`src/rtl/gct_pkg.sv`:
```
package gct_pkg;

  // Strobes from control to datapath, one per cycle.
  typedef struct packed {
    logic tick;     // advance the count
    logic gateClr;  // gate edge: return count to zero
    logic loadCnt;  // software write to count
    logic loadCmp;  // software write to compare
    logic capture;  // copy count into hold
  } strobe_t;

  localparam logic [1:0] SEL_COUNT = 2'd0;
  localparam logic [1:0] SEL_MODE  = 2'd1;
  localparam logic [1:0] SEL_COMP  = 2'd2;
  localparam logic [1:0] SEL_HOLD  = 2'd3;

  typedef enum logic [1:0] {
    SRC_BUS    = 2'd0,
    SRC_DIV_A  = 2'd1,
    SRC_DIV_B  = 2'd2,
    SRC_HBLANK = 2'd3
  } clkSrc_t;

  typedef enum logic [1:0] {
    GATE_LOW  = 2'd0,
    GATE_RISE = 2'd1,
    GATE_FALL = 2'd2,
    GATE_BOTH = 2'd3
  } gateMode_t;

endpackage

```
`src/rtl/gct_sync.sv`:
```
module gct_sync #(
  parameter int W      = 2,
  parameter int STAGES = 2
) (
  input  logic         clk,
  input  logic         rstN,
  input  logic [W-1:0] asyncIn,
  output logic [W-1:0] syncOut
);
  logic [STAGES-1:0][W-1:0] stg;

  always_ff @(posedge clk or negedge rstN) begin
    if (!rstN) stg <= '0;
    else begin
      stg[0] <= asyncIn;
      for (int i = 1; i < STAGES; i++) stg[i] <= stg[i-1];
    end
  end

  assign syncOut = stg[STAGES-1];
endmodule

```
`src/rtl/gct_ctrl.sv`:
```
module gct_ctrl
  import gct_pkg::*;
#(
  parameter int DIV_A_LOG   = 4,
  parameter int DIV_B_LOG   = 8,
  parameter int SYNC_STAGES = 2
) (
  input  logic        clk,
  input  logic        rstN,
  input  logic        wrEn,
  input  logic [1:0]  regSel,
  input  logic [11:0] wrBits,
  input  logic        hBlankIn,
  input  logic        vBlankIn,
  input  logic        captureEvt,
  input  logic        eqHit,
  input  logic        wrapHit,
  output strobe_t     stb,
  output logic [11:0] modeWord,
  output logic        zeroRet,
  output logic        irqOut
);
  logic [1:0] clkSel;
  gateMode_t  gateMode;
  logic gateEn, gateSel, cntEn, cmpIe, ovfIe, eqFlag, ovFlag;

  logic modeWr;
  assign modeWr = wrEn && regSel == SEL_MODE;

  always_ff @(posedge clk or negedge rstN) begin
    if (!rstN) begin
      clkSel <= '0; gateEn <= 1'b0; gateSel <= 1'b0; gateMode <= GATE_LOW;
      zeroRet <= 1'b0; cntEn <= 1'b0; cmpIe <= 1'b0; ovfIe <= 1'b0;
    end else if (modeWr) begin
      clkSel   <= wrBits[1:0];
      gateEn   <= wrBits[2];
      gateSel  <= wrBits[3];
      gateMode <= gateMode_t'(wrBits[5:4]);
      zeroRet  <= wrBits[6];
      cntEn    <= wrBits[7];
      cmpIe    <= wrBits[8];
      ovfIe    <= wrBits[9];
    end
  end

  // Status flags: hardware set wins over a write-one clear.
  always_ff @(posedge clk or negedge rstN) begin
    if (!rstN) begin
      eqFlag <= 1'b0; ovFlag <= 1'b0;
    end else begin
      eqFlag <= eqHit   | (eqFlag & ~(modeWr & wrBits[10]));
      ovFlag <= wrapHit | (ovFlag & ~(modeWr & wrBits[11]));
    end
  end

  // Blank inputs: synchronize, then keep the previous value for edges.
  logic [1:0] blankSync, blankPrev;
  gct_sync #(.W(2), .STAGES(SYNC_STAGES)) i_blankSync (
    .clk(clk), .rstN(rstN), .asyncIn({vBlankIn, hBlankIn}), .syncOut(blankSync)
  );
  always_ff @(posedge clk or negedge rstN) begin
    if (!rstN) blankPrev <= '0;
    else       blankPrev <= blankSync;
  end

  // Free-running prescaler.
  logic [DIV_B_LOG-1:0] preCnt;
  always_ff @(posedge clk or negedge rstN) begin
    if (!rstN) preCnt <= '0;
    else       preCnt <= preCnt + 1'b1;
  end

  logic divATick, divBTick, hRise, srcTick;
  assign divATick = &preCnt[DIV_A_LOG-1:0];
  assign divBTick = &preCnt;
  assign hRise    = blankSync[0] & ~blankPrev[0];

  always_comb begin
    case (clkSrc_t'(clkSel))
      SRC_BUS:   srcTick = 1'b1;
      SRC_DIV_A: srcTick = divATick;
      SRC_DIV_B: srcTick = divBTick;
      default:   srcTick = hRise;
    endcase
  end

  logic gateNow, gatePrev, gateRise, gateFall, edgeHit, gateOpen;
  assign gateNow  = gateSel ? blankSync[1] : blankSync[0];
  assign gatePrev = gateSel ? blankPrev[1] : blankPrev[0];
  assign gateRise = gateNow & ~gatePrev;
  assign gateFall = ~gateNow & gatePrev;

  always_comb begin
    case (gateMode)
      GATE_RISE: edgeHit = gateRise;
      GATE_FALL: edgeHit = gateFall;
      GATE_BOTH: edgeHit = gateRise | gateFall;
      default:   edgeHit = 1'b0;
    endcase
  end

  assign gateOpen = !gateEn || gateMode != GATE_LOW || !gateNow;

  assign stb.tick    = cntEn & srcTick & gateOpen;
  assign stb.gateClr = cntEn & gateEn & edgeHit;
  assign stb.loadCnt = wrEn && regSel == SEL_COUNT;
  assign stb.loadCmp = wrEn && regSel == SEL_COMP;
  assign stb.capture = captureEvt;

  assign modeWord = {ovFlag, eqFlag, ovfIe, cmpIe, cntEn, zeroRet,
                     gateMode, gateSel, gateEn, clkSel};
  assign irqOut   = (eqFlag & cmpIe) | (ovFlag & ovfIe);

  // a compare hit is visible in the flag on the next cycle
  assert_eq_set_R6: assert property (@(posedge clk) disable iff (!rstN)
    eqHit |=> eqFlag);
  // write-one clears the equal flag when no new hit arrives
  assert_eq_clear_R8: assert property (@(posedge clk) disable iff (!rstN)
    (modeWr && wrBits[10] && !eqHit) |=> !eqFlag);
  // overflow flag holds unless a one is written to it
  assert_ov_keep_R8: assert property (@(posedge clk) disable iff (!rstN)
    (ovFlag && !(modeWr && wrBits[11])) |=> ovFlag);
  // in level gate mode a high gate blocks every tick
  assert_gate_block_R4: assert property (@(posedge clk) disable iff (!rstN)
    (gateEn && gateMode == GATE_LOW && gateNow) |-> !stb.tick);
endmodule

```
`src/rtl/gct_datapath.sv`:
```
module gct_datapath
  import gct_pkg::*;
#(
  parameter int CNT_W    = 16,
  parameter bit HAS_HOLD = 1'b1
) (
  input  logic             clk,
  input  logic             rstN,
  input  strobe_t          stb,
  input  logic [CNT_W-1:0] wrVal,
  input  logic             zeroRet,
  output logic [CNT_W-1:0] count,
  output logic [CNT_W-1:0] compare,
  output logic [CNT_W-1:0] hold,
  output logic             eqHit,
  output logic             wrapHit
);
  localparam logic [CNT_W-1:0] CNT_MAX = '1;

  logic stepTaken;
  assign stepTaken = stb.tick & ~stb.loadCnt & ~stb.gateClr;
  assign eqHit     = stepTaken && count == compare;
  assign wrapHit   = stepTaken && count == CNT_MAX;

  always_ff @(posedge clk or negedge rstN) begin
    if (!rstN)                 count <= '0;
    else if (stb.loadCnt)      count <= wrVal;
    else if (stb.gateClr)      count <= '0;
    else if (stb.tick)         count <= (eqHit && zeroRet) ? '0 : count + 1'b1;
  end

  always_ff @(posedge clk or negedge rstN) begin
    if (!rstN)            compare <= '0;
    else if (stb.loadCmp) compare <= wrVal;
  end

  generate
    if (HAS_HOLD) begin : g_hold
      always_ff @(posedge clk or negedge rstN) begin
        if (!rstN)            hold <= '0;
        else if (stb.capture) hold <= count;
      end
    end else begin : g_noHold
      assign hold = '0;
    end
  endgenerate

  // software write lands in the count
  assert_load_R2: assert property (@(posedge clk) disable iff (!rstN)
    stb.loadCnt |=> count == $past(wrVal));
  // gate clear beats a tick but yields to a software write
  assert_clr_R11: assert property (@(posedge clk) disable iff (!rstN)
    (stb.gateClr && !stb.loadCnt) |=> count == '0);
  // no strobe, no change
  assert_idle_R3: assert property (@(posedge clk) disable iff (!rstN)
    !(stb.tick || stb.gateClr || stb.loadCnt) |=> $stable(count));
  // a wrapping step always lands on zero
  assert_wrap_R7: assert property (@(posedge clk) disable iff (!rstN)
    wrapHit |=> count == '0);
endmodule

```
`src/rtl/gated_compare_timer.sv`:
```
module gated_compare_timer
  import gct_pkg::*;
#(
  parameter int CNT_W       = 16,
  parameter int REG_W       = 32,
  parameter int DIV_A_LOG   = 4,
  parameter int DIV_B_LOG   = 8,
  parameter int SYNC_STAGES = 2,
  parameter bit HAS_HOLD    = 1'b1
) (
  input  logic             clk,
  input  logic             rstN,
  input  logic             wrEn,
  input  logic [5:0]       addr,
  input  logic [REG_W-1:0] wrData,
  output logic [REG_W-1:0] rdData,
  input  logic             hBlankIn,
  input  logic             vBlankIn,
  input  logic             captureEvt,
  output logic             irqOut
);
  localparam int PAD_CNT  = REG_W - CNT_W;
  localparam int PAD_MODE = REG_W - 12;

  logic [1:0]       regSel;
  strobe_t          stb;
  logic [11:0]      modeWord;
  logic             zeroRet, eqHit, wrapHit;
  logic [CNT_W-1:0] count, compare, hold;

  assign regSel = addr[5:4];

  gct_ctrl #(
    .DIV_A_LOG(DIV_A_LOG), .DIV_B_LOG(DIV_B_LOG), .SYNC_STAGES(SYNC_STAGES)
  ) i_ctrl (
    .clk(clk), .rstN(rstN), .wrEn(wrEn), .regSel(regSel), .wrBits(wrData[11:0]),
    .hBlankIn(hBlankIn), .vBlankIn(vBlankIn), .captureEvt(captureEvt),
    .eqHit(eqHit), .wrapHit(wrapHit), .stb(stb), .modeWord(modeWord),
    .zeroRet(zeroRet), .irqOut(irqOut)
  );

  gct_datapath #(.CNT_W(CNT_W), .HAS_HOLD(HAS_HOLD)) i_datapath (
    .clk(clk), .rstN(rstN), .stb(stb), .wrVal(wrData[CNT_W-1:0]),
    .zeroRet(zeroRet), .count(count), .compare(compare), .hold(hold),
    .eqHit(eqHit), .wrapHit(wrapHit)
  );

  always_comb begin
    case (regSel)
      SEL_COUNT: rdData = {{PAD_CNT{1'b0}}, count};
      SEL_MODE:  rdData = {{PAD_MODE{1'b0}}, modeWord};
      SEL_COMP:  rdData = {{PAD_CNT{1'b0}}, compare};
      default:   rdData = {{PAD_CNT{1'b0}}, hold};
    endcase
  end

  logic unusedWr;
  assign unusedWr = ^{wrData[REG_W-1:CNT_W], addr[3:0]};
endmodule

```
`config.mk`:
```
export PLATFORM = sky130hd
export DESIGN_NAME = gated_compare_timer
export DESIGN_NICKNAME = d
export VERILOG_FILES = /design/src/rtl/gct_pkg.sv /design/src/rtl/gct_sync.sv /design/src/rtl/gct_ctrl.sv /design/src/rtl/gct_datapath.sv /design/src/rtl/gated_compare_timer.sv
export SDC_FILE = /design/constraint.sdc
export NUM_CORES = 1
export LEC_CHECK = 0
export CAP_MARGIN = 10
export CORE_ASPECT_RATIO = 1.1
export CORE_MARGIN = 3
export CORE_UTILIZATION = 45
export CTS_BUF_LIST = sky130_fd_sc_hd__clkbuf_4 sky130_fd_sc_hd__clkbuf_8
export CTS_CLUSTER_DIAMETER = 60
export DETAILED_ROUTE_END_ITERATION = 7
export HOLD_SLACK_MARGIN = 0.15
export PLACE_DENSITY = 0.7
export SYNTH_ARGS = -nofsm -noshare
export SYNTH_HDL_FRONTEND = slang
export SYNTH_HIERARCHICAL = 1
export SYNTH_SLANG_ARGS = --single-unit
```
`constraint.sdc`:
```
create_clock -name clk -period 2.9 [get_ports clk]
set_input_delay 0.58 -clock clk [delete_from_list [all_inputs] [get_ports clk]]
set_output_delay 0.58 -clock clk [all_outputs]
set_load 0.005 [all_outputs]
```
==> out/summary.json, run 1 <==
{
  "num_rows": {"value": 37},
  "report.final.hold_viol_count": {"value": 0},
  "synth.distinct_cells": {"value": 62},
  "synth_ff_type": {"value": "dfrtp_1"},
  "status": {"value": "complete, no violations"},
  "power-per-cell-area": {"value": 662, "unit": "nW/um2"},
  "cp_max_fo": {"value": 5},
  "pre_cts_ws": {"value": 0.0215, "unit": "ns"},
  "clock_sink_count": {"value": 74},
  "hold_class": {"value": "input port to async pin"},
  "final_critical_path_setup_slack": {"value": 0.0984, "unit": "ns"},
  "worst_setup_path_start_kind": {"value": "flop"},
  "endpoint_kind": {"value": "flop"},
  "core_area": {"value": 9440, "unit": "um2"},
  "die-width": {"value": 100, "unit": "um"},
  "postSynthRegisterBits": {"value": 74},
  "io-pin-count": {"value": 77},
  "min_period": {"value": 2.80, "unit": "ns"},
  "dpl-instance-area": {"value": 4810, "unit": "um2"},
  "synth_edf_count": {"value": 0},
  "regToRegStartpoint": {"value": "i_ctrl/gateSel"},
  "diodes": {"value": 0},
  "gpl.final_weighted_congestion": {"value": 0.910},
  "worst_setup_hold_path_clk_slew": {"value": 0.09, "unit": "ns"},
  "post-route-period-util": {"value": 0.966},
  "clock_tree.root_cell": {"value": "clkbuf_8"},
  "design_area": {"value": 5100, "unit": "um2"},
  "clk_latency": {"value": 0.36, "unit": "ns"},
  "clock_tree_from_tritoncts": {"value": "yes"},
  "area_growth": {"value": 15.7, "unit": "%"},
  "timing.fmax": {"value": 357, "unit": "MHz"},
  "grt_pass1_wl": {"value": 16.3, "unit": "mm"},
  "grt_max_degree": {"value": 75},
  "final_util": {"value": 0.540},
  "final.setup.tns": {"value": 0, "unit": "ns"},
  "antenna_found_initial": {"value": 0},
  "post_route_ant_nets": {"value": 0},
  "grt_setup_unrepaired": {"value": "false"},
  "synth_area_per_cell": {"value": 11.6, "unit": "um2"},
  "routed_wl_per_cell": {"value": 18.4, "unit": "um"},
  "routed_wirelength": {"value": 9.99, "unit": "mm"},
  "die_area": {"value": 11000, "unit": "um2"},
  "reg2reg_to": {"value": "i_datapath/count[5]"},
  "worst-endpoint-required": {"value": 3.13, "unit": "ns"},
  "worst_case_clock_skew": {"value": 0.0114, "unit": "ns"},
  "nNetsFinal": {"value": 468},
  "syn_area": {"value": 4410, "unit": "um2"},
  "slew_viol_final": {"value": 0},
  "drt_drc": {"value": 0},
  "worst-r2r-setup-slack": {"value": 0.1, "unit": "ns"},
  "final_number_of_setup_violating_endpoints": {"value": 0},
  "via_per_inst": {"value": 5.62},
  "dpl.hpwl": {"value": 6.91, "unit": "mm"},
  "port_buffers": {"value": 40},
  "p_leak": {"value": 2.16, "unit": "nW"},
  "layout-drive-gt1-share": {"value": 0.278},
  "cts.htree.levels": {"value": 3},
  "max_slew.worst_pin.slew": {"value": 0.949, "unit": "ns"},
  "vias_in_the_first_global_route": {"value": 3115},
  "synthCells": {"value": 380},
  "routed-via-count": {"value": 3044},
  "cap_viol_max_count": {"value": 0},
  "rr_worst_depth": {"value": 12},
  "critPathKind": {"value": "flop to flop"},
  "dpl.cell_count": {"value": 521},
  "worst_slew_margin_rel": {"value": 0.367},
  "die_height": {"value": 110, "unit": "um"},
  "drt_first_iter_violations": {"value": 279},
  "synth_async_sr_flop_share": {"value": 1.00},
  "finalNonFillerCells": {"value": 542},
  "global_route.usage.total": {"value": 0.191},
  "overflow": {"value": 0},
  "cts_inserted_buffers": {"value": 9},
  "first_pass_iters": {"value": 4},
  "effective_utilization_at_floorplan": {"value": 0.467},
  "hold_buf_cts": {"value": 0},
  "ir_drop": {"value": 327, "unit": "uV"},
  "max_buffers_root_to_sink": {"value": 2},
  "critPathArrivalTime": {"value": 3.03, "unit": "ns"},
  "ys_seq_area_frac": {"value": 0.420},
  "synth.yosys.warnings": {"value": 6}
}
[worst max-delay path: stages, from the launching register on]
cell	delay, ns
dfrtp_2	0.43
mux2i_2	0.26
inv_1	0.07
ha_1	0.27
nor2b_1	0.04
o21ai_1	0.15
a21oi_2	0.11
nor3b_4	0.23
nand4_1	0.17
nor3_4	0.31
a2111oi_1	0.14
a311oi_1	0.39
o21ai_1	0.09
[metal layers]
layer | up-vias | routed length (um) | global-route usage
li1 | 1410 | - | -
met1 | 1524 | 4370 | 0.247
met2 | 91 | 4960 | 0.316
met3 | 19 | 439 | 0.0381
met4 | 0 | 225 | 0.0712
met5 | - | 0 | 0
[through the flow]
step | hold WS [ns] | total power, mW
2_1_floorplan | 0.284 | 2.17
3_3_place_gp | 0.334 | 2.43
3_5_place_dp | 0.335 | 2.46
4_1_cts | 0.355 | 3.38
5_1_grt | 0.362 | 3.57
6_report | 0.336 | 3.38
[how the worst max path moves through the flow]
stage / startpoint / endpoint / slack [ns] / depth (start not counted)
finish: i_ctrl/gateSel / i_datapath/count[5] / 0.1 / 12
global route: i_ctrl/gateSel / i_datapath/count[5] / 0.03 / 12
CTS: addr[4] / rdData[5] / 0.01 / 4
detailed placement: addr[4] / rdData[5] / 0.02 / 4
global placement: addr[4] / rdData[5] / 0.03 / 4
floorplan: i_ctrl/i_blankSync/syncOut[1] / i_datapath/count[13] / 0.37 / 13
[synthesized netlist by cell type (all sizes together) (3+ instances only)]
library cell | count | area share
clkbuf | 8 | 0.0068
dfrtp | 74 | 0.42
mux2 | 42 | 0.11
nand3 | 15 | 0.019
nand2 | 37 | 0.033
nand4 | 10 | 0.018
o21ai | 17 | 0.019
ha | 4 | 0.011
inv | 6 | 0.0051
buf | 41 | 0.077
nor2 | 12 | 0.014
nor3 | 5 | 0.0094
xor2 | 4 | 0.0079
or3 | 4 | 0.0057
a22oi | 7 | 0.012
and3 | 3 | 0.0043
a21oi | 15 | 0.017
xnor2 | 19 | 0.056
mux4 | 12 | 0.061
mux2i | 6 | 0.014
[placed cells by master, fill, tap and decap left out, types with 4 or more instances in the layout]
master,Yosys,routed
buf_4,28,21
xnor2_4,4,4
o21ai_0,9,8
dfrtp_1,74,73
a22oi_1,7,7
clkdlybuf4s50_1,0,38
mux2i_1,6,5
mux2_2,34,34
xnor2_1,14,14
mux2_4,8,8
mux4_2,12,12
nand4_1,9,9
xor2_1,4,4
nand3_1,13,13
clkbuf_8,0,9
inv_1,6,6
a21oi_1,15,14
nand2_1,34,34
ha_1,4,4
o21ai_1,8,9
or3_1,4,4
nor2_1,11,11
conb_1,1,16
[state kept, by name, indices dropped and copies added (netlist names), 2 cells and up]
| name | count |
|---|---|
| i_ctrl/blankPrev | 2 |
| i_ctrl/preCnt | 8 |
| i_ctrl/gateMode | 2 |
| i_ctrl/i_blankSync/stg | 2 |
| i_ctrl/i_blankSync/syncOut | 2 |
| i_datapath/compare | 16 |
| i_ctrl/clkSel | 2 |
| i_datapath/hold | 16 |
| i_datapath/count | 16 |
[what timing repair did]
item,in CTS,in global routing
resized for setup,0,6
buffers inserted,0,4
endpoints found under the setup margin,0,16
hold endpoints to repair,0,0
[report_power, final]
part	switching, mW	total [mW]	leakage, nW	internal [mW]
Sequential	0.260	1.48	0.876	1.22
Clock	0.416	0.908	0.106	0.491
Combinational	0.411	0.985	1.17	0.574
Total	1.09	3.38	2.16	2.29
[final cells by class]
cell class	count	area (um2)
Clock buffer	9	124
Clock inverter	7	101
Fill cell	837	4350
Inverter	6	22.5
Multi-Input combinational cell	266	2240
Sequential cell	74	1850
Tap cell	117	146
Timing Repair Buffer	63	616
[kinds of logic after synthesis]
family,after synthesis,synth area share
AND/OR/NAND/NOR,106,0.142
flip-flops,74,0.420
multiplexers,60,0.189
AO/OA/AOI/OAI,57,0.0837
buffers and inverters,55,0.0886
XOR/XNOR,23,0.0644
adder cells (fa/ha/maj),4,0.0114
other,1,0.000851
(Power assumes the default switching activity.)
==> inputs of run 2 (changes only) <==
==> constraint.sdc (replaced) <==
create_clock -name clk -period 3.6 [get_ports clk]
set_input_delay 0.72 -clock clk [delete_from_list [all_inputs] [get_ports clk]]
set_output_delay 0.72 -clock clk [all_outputs]
set_load 0.005 [all_outputs]
==> out/summary.json, run 2 (synthesis gave the netlist of run 1 again) <==
{
  "status": {"value": "complete, no violations"},
  "power-per-cell-area": {"value": 541, "unit": "nW/um2", "change": "-18%"},
  "cts_inserted_buffers": {"value": 9, "change": "unchanged"},
  "max_buffers_root_to_sink": {"value": 2, "change": "unchanged"},
  "holdPathStages": {"value": 0},
  "global_route.usage.total": {"value": 0.183, "change": "-0.00803"},
  "diodes": {"value": 0, "change": "unchanged"},
  "clock_sink_count": {"value": 74, "change": "unchanged"},
  "cts_resized": {"value": 0, "change": "unchanged"},
  "critical_path.slowest_cell": {"value": "clkdlybuf4s50_1"},
  "worst_slew_margin_rel": {"value": 0.387, "change": "+0.0199"},
  "final_number_of_setup_violating_endpoints": {"value": 0, "change": "unchanged"},
  "sequential_fraction_of_design_power": {"value": 0.449, "change": "+0.010"},
  "effective_utilization_at_floorplan": {"value": 0.467, "change": "unchanged"},
  "timing.fmax": {"value": 316, "unit": "MHz"},
  "p_leak": {"value": 2.04, "unit": "nW", "change": "-5.3%"},
  "report.final.hold_viol_count": {"value": 0, "change": "unchanged"},
  "final_util": {"value": 0.521, "change": "-0.0191"},
  "hold_class": {"value": "flop to flop"},
  "cap_viol_max_count": {"value": 0, "change": "unchanged"},
  "clock_network_power_share": {"value": 0.268, "change": "about the same"},
  "commonest_non_fill_non_tap_cell_in_the_layout": {"value": "dfrtp_1"},
  "internal_power": {"value": 1.82, "unit": "mW", "change": "-20%"},
  "regToRegStartpoint": {"value": "i_ctrl/gateSel"},
  "worst_case_clock_skew": {"value": 0.00876, "unit": "ns", "change": "-0.00264 ns"},
  "top_regs": {"value": "i_datapath/compare: 16 flops, i_datapath/count: 16 flops, i_datapath/hold: 16 flops"},
  "power_switching_share": {"value": 0.315, "change": "-0.00735"},
  "drt_drc": {"value": 0, "change": "unchanged"},
  "layout-drive-gt1-share": {"value": 0.238, "change": "-0.0393"},
  "die-width": {"value": 100, "unit": "um", "change": "unchanged"},
  "cp_max_fo": {"value": 23, "change": "+18"},
  "clock_tree.root_cell": {"value": "clkbuf_8"},
  "post-route-period-util": {"value": 0.879},
  "routed_wirelength": {"value": 9.28, "unit": "mm", "change": "-7.1%"},
  "grt_max_degree": {"value": 75, "change": "unchanged"},
  "hold-path-endpoint": {"value": "i_ctrl/i_blankSync/syncOut[1]"},
  "critical-path-top-delay-family": {"value": "buffers and inverters"},
  "area_growth": {"value": 11.6, "unit": "%"},
  "clock_tree_from_tritoncts": {"value": "yes"},
  "critPathMaxStageDelay": {"value": 0.56, "unit": "ns", "change": "+0.13 ns"},
  "first_pass_iters": {"value": 4, "change": "unchanged"},
  "critPathArrivalTime": {"value": 2.44, "unit": "ns", "change": "-0.59 ns"},
  "worst_setup_path_start_kind": {"value": "input port"},
  "grt_setup_unrepaired": {"value": "false"},
  "cts.htree.levels": {"value": 3, "change": "unchanged"},
  "ir_drop": {"value": 311, "unit": "uV", "change": "-4.7%"},
  "reg2reg_to": {"value": "i_datapath/count[5]"},
  "critPathKind": {"value": "input port to primary output"},
  "rr_worst_depth": {"value": 12, "change": "unchanged"},
  "num_rows": {"value": 37, "change": "unchanged"},
  "die_height": {"value": 110, "unit": "um", "change": "unchanged"},
  "routed-via-count": {"value": 2956, "change": "-2.9%"},
  "power.switching": {"value": 0.837, "unit": "mW", "change": "-23%"},
  "postCtsSetupRepairBufs": {"value": 0, "change": "unchanged"},
  "max_slew.worst_pin.slew": {"value": 0.919, "unit": "ns", "change": "-0.0298 ns"},
  "path_cells": {"value": "clkdlybuf4s50_1 -> buf_4 -> mux2i_1 -> o21ai_0 -> clkdlybuf4s50_1"},
  "share_comb_of_total_power": {"value": 0.284, "change": "-0.008"},
  "die_area": {"value": 11000, "unit": "um2", "change": "unchanged"},
  "min-delay-start": {"value": "i_ctrl/i_blankSync/stg[1]"},
  "worst-endpoint-required": {"value": 2.88, "unit": "ns", "change": "-0.25 ns"},
  "gpl.final_weighted_congestion": {"value": 0.884, "change": "-2.8%"},
  "hold_buf_cts": {"value": 0, "change": "unchanged"},
  "worst_setup_hold_path_clk_slew": {"value": 0.08, "unit": "ns", "change": "about the same"},
  "post_route_ant_nets": {"value": 0, "change": "unchanged"},
  "crit_path_frequent_cell": {"value": "clkdlybuf4s50_1"},
  "final.setup.tns": {"value": 0, "unit": "ns", "change": "unchanged"},
  "via_per_inst": {"value": 5.64, "change": "+0.44%"},
  "critPathBufInv": {"value": 3, "change": "+2"},
  "routed_wl_per_cell": {"value": 17.7, "unit": "um", "change": "-3.9%"},
  "fin_hold_ws": {"value": 0.352, "unit": "ns", "change": "+0.0160 ns"},
  "finalNonFillerCells": {"value": 524, "change": "-3.3%"},
  "nNetsFinal": {"value": 450, "change": "-3.8%"},
  "slew_viol_final": {"value": 0, "change": "unchanged"},
  "io-pin-count": {"value": 77, "change": "unchanged"},
  "clk_latency": {"value": 0.36, "unit": "ns", "change": "about the same"},
  "drt_first_iter_violations": {"value": 251, "change": "-10%"},
  "timing.critical_path.depth": {"value": 5, "change": "-7"},
  "dpl.cell_count": {"value": 508, "change": "-2.5%"},
  "commonest_cells_after_routing_fill_and_taps_aside": {"value": "dfrtp_1, clkdlybuf4s50_1, nand2_1, mux2_2, conb_1"},
  "grt_pass1_wl": {"value": 15.5, "unit": "mm", "change": "-5.0%"},
  "overflow": {"value": 0, "change": "unchanged"},
  "endpoint_kind": {"value": "primary output"},
  "core_area": {"value": 9440, "unit": "um2", "change": "unchanged"},
  "port_buffers": {"value": 40, "change": "unchanged"},
  "min_period": {"value": 3.16, "unit": "ns"},
  "vias_in_the_first_global_route": {"value": 3013, "change": "-3.3%"},
  "antenna_found_initial": {"value": 0, "change": "unchanged"},
  "worst-r2r-setup-slack": {"value": 0.46, "unit": "ns", "change": "+0.36 ns"},
  "dpl.hpwl": {"value": 6.58, "unit": "mm", "change": "-4.7%"}
}
run 2: worst max-delay path by stage:
stage	from	endpoint	slack [ns]
global placement	addr[5]	i_datapath/count[5]	0.41
floorplan	i_ctrl/i_blankSync/syncOut[1]	i_datapath/count[13]	1.07
global route	i_ctrl/gateSel	i_datapath/count[5]	0.20
detailed placement	addr[5]	i_datapath/count[10]	0.41
finish	addr[5]	rdData[14]	0.44
CTS	addr[5]	rdData[14]	0.42
run 2: layout make-up:
class / count / area [um2]
sequential: 74 / 1850
fill: 816 / 4530
clock buffer: 10 / 131
timing repair buffer: 45 / 448
clock inverter: 6 / 91.3
tap: 117 / 146
multi-input combinational: 266 / 2230
inverter: 6 / 22.5
run 2: per-layer routing:
layer / share of wire / vias to the layer above / global-route usage
met4: 0.021 / 0 / 0.0693
met3: 0.042 / 17 / 0.0406
li1: - / 1376 / -
met5: 0 / - / 0
met1: 0.45 / 1477 / 0.238
met2: 0.49 / 86 / 0.297
run 2: power by group through the flow:
| stage | Sequential [mW] | Combinational [mW] | Clock [mW] |
|---|---|---|---|
| after floorplan | 1.12 | 0.633 | 0 |
| after global placement | 1.20 | 0.741 | 0 |
| after detailed placement | 1.21 | 0.758 | 0 |
| after CTS | 1.19 | 0.762 | 0.735 |
| after global routing | 1.22 | 0.827 | 0.767 |
| final | 1.19 | 0.755 | 0.713 |
run 2: worst reg2reg max path, stage by stage, from the launching register on:
cell,delay (ns)
dfrtp_1,0.45
mux2i_1,0.34
inv_1,0.08
ha_1,0.19
nor2b_1,0.12
o21ai_0,0.16
a21oi_1,0.17
nor3b_4,0.27
nand4_1,0.18
nor3_4,0.38
nand2_2,0.15
a311oi_1,0.45
o21ai_1,0.09
run 2: metrics by stage:
| stage | area [um2] | power (mW) | setup slack (ns) |
|---|---|---|---|
| after floorplan | 4460 | 1.75 | 1.07 |
| after global placement | 4700 | 1.94 | 0.410 |
| after detailed placement | 4700 | 1.97 | 0.409 |
| after CTS | 4920 | 2.69 | 0.419 |
| after global routing | 4920 | 2.82 | 0.201 |
| final | 4920 | 2.66 | 0.435 |
==> inputs of run 3 (changes only) <==
--- a/config.mk
+++ b/config.mk
@@ -13,7 +13,7 @@
 export CTS_CLUSTER_DIAMETER = 60
 export DETAILED_ROUTE_END_ITERATION = 7
 export HOLD_SLACK_MARGIN = 0.15
-export PLACE_DENSITY = 0.7
+export PLACE_DENSITY = 0.74
 export SYNTH_ARGS = -nofsm -noshare
 export SYNTH_HDL_FRONTEND = slang
 export SYNTH_HIERARCHICAL = 1
==> out/summary.json, run 3 (synthesis gave the netlist of run 1 again) <==
{
  "design_area": {"value": 4920, "unit": "um2", "change": "about the same"},
  "power.total": {"value": 2.67, "unit": "mW", "change": "+0.43%"},
  "area_growth": {"value": 11.6, "unit": "%", "change": "about the same"},
  "overflow": {"value": 0, "change": "unchanged"},
  "antenna_found_initial": {"value": 0, "change": "unchanged"},
  "grt_pass1_wl": {"value": 15.3, "unit": "mm", "change": "-1.0%"},
  "clock_tree.root_cell": {"value": "clkbuf_8"},
  "hold_buf_cts": {"value": 0, "change": "unchanged"},
  "top_regs": {"value": "i_datapath/compare: 16 flops, i_datapath/count: 16 flops, i_datapath/hold: 16 flops"},
  "critPathBufInv": {"value": 3, "change": "unchanged"},
  "p_leak": {"value": 2.05, "unit": "nW", "change": "+0.21%"},
  "setup.worst_path.end": {"value": "rdData[5]"},
  "endpoint_kind": {"value": "primary output"},
  "timing.critical_path.depth": {"value": 4, "change": "-1"},
  "worst_setup_path_start_kind": {"value": "input port"},
  "gpl.final_weighted_congestion": {"value": 0.906, "change": "+2.5%"},
  "clock_sink_count": {"value": 74, "change": "unchanged"},
  "commonest_cells_after_routing_fill_and_taps_aside": {"value": "dfrtp_1, clkdlybuf4s50_1, nand2_1, mux2_2, conb_1"},
  "routed_wirelength": {"value": 9.22, "unit": "mm", "change": "-0.57%"},
  "nNetsFinal": {"value": 450, "change": "unchanged"},
  "postCtsSetupRepairBufs": {"value": 0, "change": "unchanged"},
  "critPathMaxStageDelay": {"value": 0.53, "unit": "ns", "change": "-0.03 ns"},
  "timing.critical_path.from": {"value": "addr[4]"},
  "max_slew.worst_pin.slew": {"value": 0.934, "unit": "ns", "change": "+0.0154 ns"},
  "pre_cts_ws": {"value": 0.425, "unit": "ns", "change": "+0.0155 ns"},
  "vias_in_the_first_global_route": {"value": 3018, "change": "+0.17%"},
  "post_route_ant_nets": {"value": 0, "change": "unchanged"},
  "final_number_of_setup_violating_endpoints": {"value": 0, "change": "unchanged"},
  "drt_drc": {"value": 0, "change": "unchanged"},
  "via_per_inst": {"value": 5.71, "change": "+1.3%"},
  "worst_case_clock_skew": {"value": 0.00965, "unit": "ns", "change": "+0.000883 ns"},
  "worst-r2r-setup-slack": {"value": 0.57, "unit": "ns", "change": "+0.11 ns"},
  "path_cells": {"value": "clkdlybuf4s50_1 -> buf_12 -> mux4_2 -> clkdlybuf4s50_1"},
  "ir_drop": {"value": 243, "unit": "uV", "change": "-22%"},
  "final_critical_path_setup_slack": {"value": 0.448, "unit": "ns", "change": "+0.0123 ns"},
  "cp_max_fo": {"value": 23, "change": "unchanged"},
  "final.setup.tns": {"value": 0, "unit": "ns", "change": "unchanged"},
  "num_rows": {"value": 37, "change": "unchanged"},
  "critPathArrivalTime": {"value": 2.43, "unit": "ns", "change": "about the same"},
  "grt_setup_unrepaired": {"value": "false"},
  "routed_wl_per_cell": {"value": 17.6, "unit": "um", "change": "-0.57%"},
  "drt_first_iter_violations": {"value": 210, "change": "-16%"},
  "die_area": {"value": 11000, "unit": "um2", "change": "unchanged"},
  "grt_max_degree": {"value": 75, "change": "unchanged"},
  "report.final.hold_viol_count": {"value": 0, "change": "unchanged"},
  "dpl.cell_count": {"value": 508, "change": "unchanged"},
  "regToRegStartpoint": {"value": "i_ctrl/gateSel"},
  "final_util": {"value": 0.521, "change": "about the same"},
  "max_buffers_root_to_sink": {"value": 2, "change": "unchanged"},
  "layout-drive-gt1-share": {"value": 0.238, "change": "unchanged"},
  "rr_worst_depth": {"value": 12, "change": "unchanged"},
  "critical-path-top-delay-family": {"value": "buffers and inverters"},
  "timing.fmax": {"value": 317, "unit": "MHz", "change": "+0.39%"},
  "cts_resized": {"value": 0, "change": "unchanged"},
  "min_period": {"value": 3.15, "unit": "ns", "change": "-0.0123 ns"},
  "io-pin-count": {"value": 77, "change": "unchanged"},
  "die_height": {"value": 110, "unit": "um", "change": "unchanged"},
  "hold_class": {"value": "flop to flop"},
  "post-route-period-util": {"value": 0.876, "change": "-0.00342"},
  "status": {"value": "complete, no violations"},
  "dpl.hpwl": {"value": 6.50, "unit": "mm", "change": "-1.2%"},
  "finalNonFillerCells": {"value": 524, "change": "unchanged"},
  "critPathKind": {"value": "input port to primary output"},
  "fin_hold_ws": {"value": 0.353, "unit": "ns", "change": "+0.000993 ns"},
  "critical_path.slowest_cell": {"value": "mux4_2"},
  "clock_tree_from_tritoncts": {"value": "yes"},
  "dpl-instance-area": {"value": 4700, "unit": "um2", "change": "unchanged"},
  "crit_path_frequent_cell": {"value": "clkdlybuf4s50_1"},
  "cap_viol_max_count": {"value": 0, "change": "unchanged"},
  "commonest_non_fill_non_tap_cell_in_the_layout": {"value": "dfrtp_1"},
  "routed-via-count": {"value": 2994, "change": "+1.3%"},
  "first_pass_iters": {"value": 4, "change": "unchanged"},
  "diodes": {"value": 0, "change": "unchanged"},
  "global_route.usage.total": {"value": 0.179, "change": "-0.00355"},
  "power-per-cell-area": {"value": 543, "unit": "nW/um2", "change": "+0.38%"},
  "port_buffers": {"value": 40, "change": "unchanged"},
  "effective_utilization_at_floorplan": {"value": 0.467, "change": "unchanged"},
  "cts_inserted_buffers": {"value": 9, "change": "unchanged"},
  "worst_setup_hold_path_clk_slew": {"value": 0.08, "unit": "ns", "change": "about the same"},
  "cts.htree.levels": {"value": 3, "change": "unchanged"},
  "slew_viol_final": {"value": 0, "change": "unchanged"},
  "core_area": {"value": 9440, "unit": "um2", "change": "unchanged"},
  "worst_slew_margin_rel": {"value": 0.375, "change": "-0.0122"},
  "reg2reg_to": {"value": "i_datapath/count[5]"},
  "worst-endpoint-required": {"value": 2.88, "unit": "ns", "change": "about the same"},
  "clk_latency": {"value": 0.35, "unit": "ns", "change": "about the same"},
  "die-width": {"value": 100, "unit": "um", "change": "unchanged"}
}
## run 3: cell count changes in the layout (fill, tap and decap cells not counted), sizes merged
cell / delta
inv: +2
clkbuf: -1
clkinvlp: -1
## run 3: cell type report
class	instances	area, um2
clock inverters	7	101
flip-flops and latches	74	1850
repair buffers	45	448
clock buffers	9	124
fillers	801	4520
well taps	117	146
multi-input cells	266	2230
inverters	6	22.5
## run 3: worst min path at each step
stage	start	endpoint	cells after the start	slack (ns)
finish	i_ctrl/i_blankSync/stg[1]	i_ctrl/i_blankSync/syncOut[1]	0	0.35
floorplan	i_ctrl/i_blankSync/stg[0]	i_ctrl/i_blankSync/syncOut[0]	0	0.33
CTS	i_ctrl/i_blankSync/stg[1]	i_ctrl/i_blankSync/syncOut[1]	0	0.36
global route	i_ctrl/i_blankSync/stg[1]	i_ctrl/i_blankSync/syncOut[1]	0	0.37
detailed placement	i_ctrl/i_blankSync/stg[1]	i_ctrl/i_blankSync/syncOut[1]	0	0.33
global placement	i_ctrl/i_blankSync/stg[0]	i_ctrl/i_blankSync/syncOut[0]	0	0.34
## run 3: worst reg2reg max path: cells and delay by family, from the launching register on
family | cells | cell delay [ns]
muxes | 1 | 0.32
and+or+nand+nor | 5 | 1.13
adders and majority gates | 1 | 0.19
buffers and inverters | 1 | 0.08
DFF | 1 | 0.46
AOI/OAI and AO/OA | 4 | 0.73
## run 3: where the power goes
group | leakage [nW] | internal (mW) | switching (mW) | total [mW]
combinational | 1.06 | 0.439 | 0.313 | 0.753
clock | 0.106 | 0.396 | 0.331 | 0.727
sequential | 0.877 | 0.985 | 0.208 | 1.19
total | 2.05 | 1.82 | 0.852 | 2.67
## run 3: routing by layer
| layer | GRT usage | share of wire |
|---|---|---|
| met1 | 0.231 | 0.43 |
| met2 | 0.292 | 0.49 |
| met3 | 0.0412 | 0.061 |
| met4 | 0.0703 | 0.024 |
| met5 | 0 | 0 |
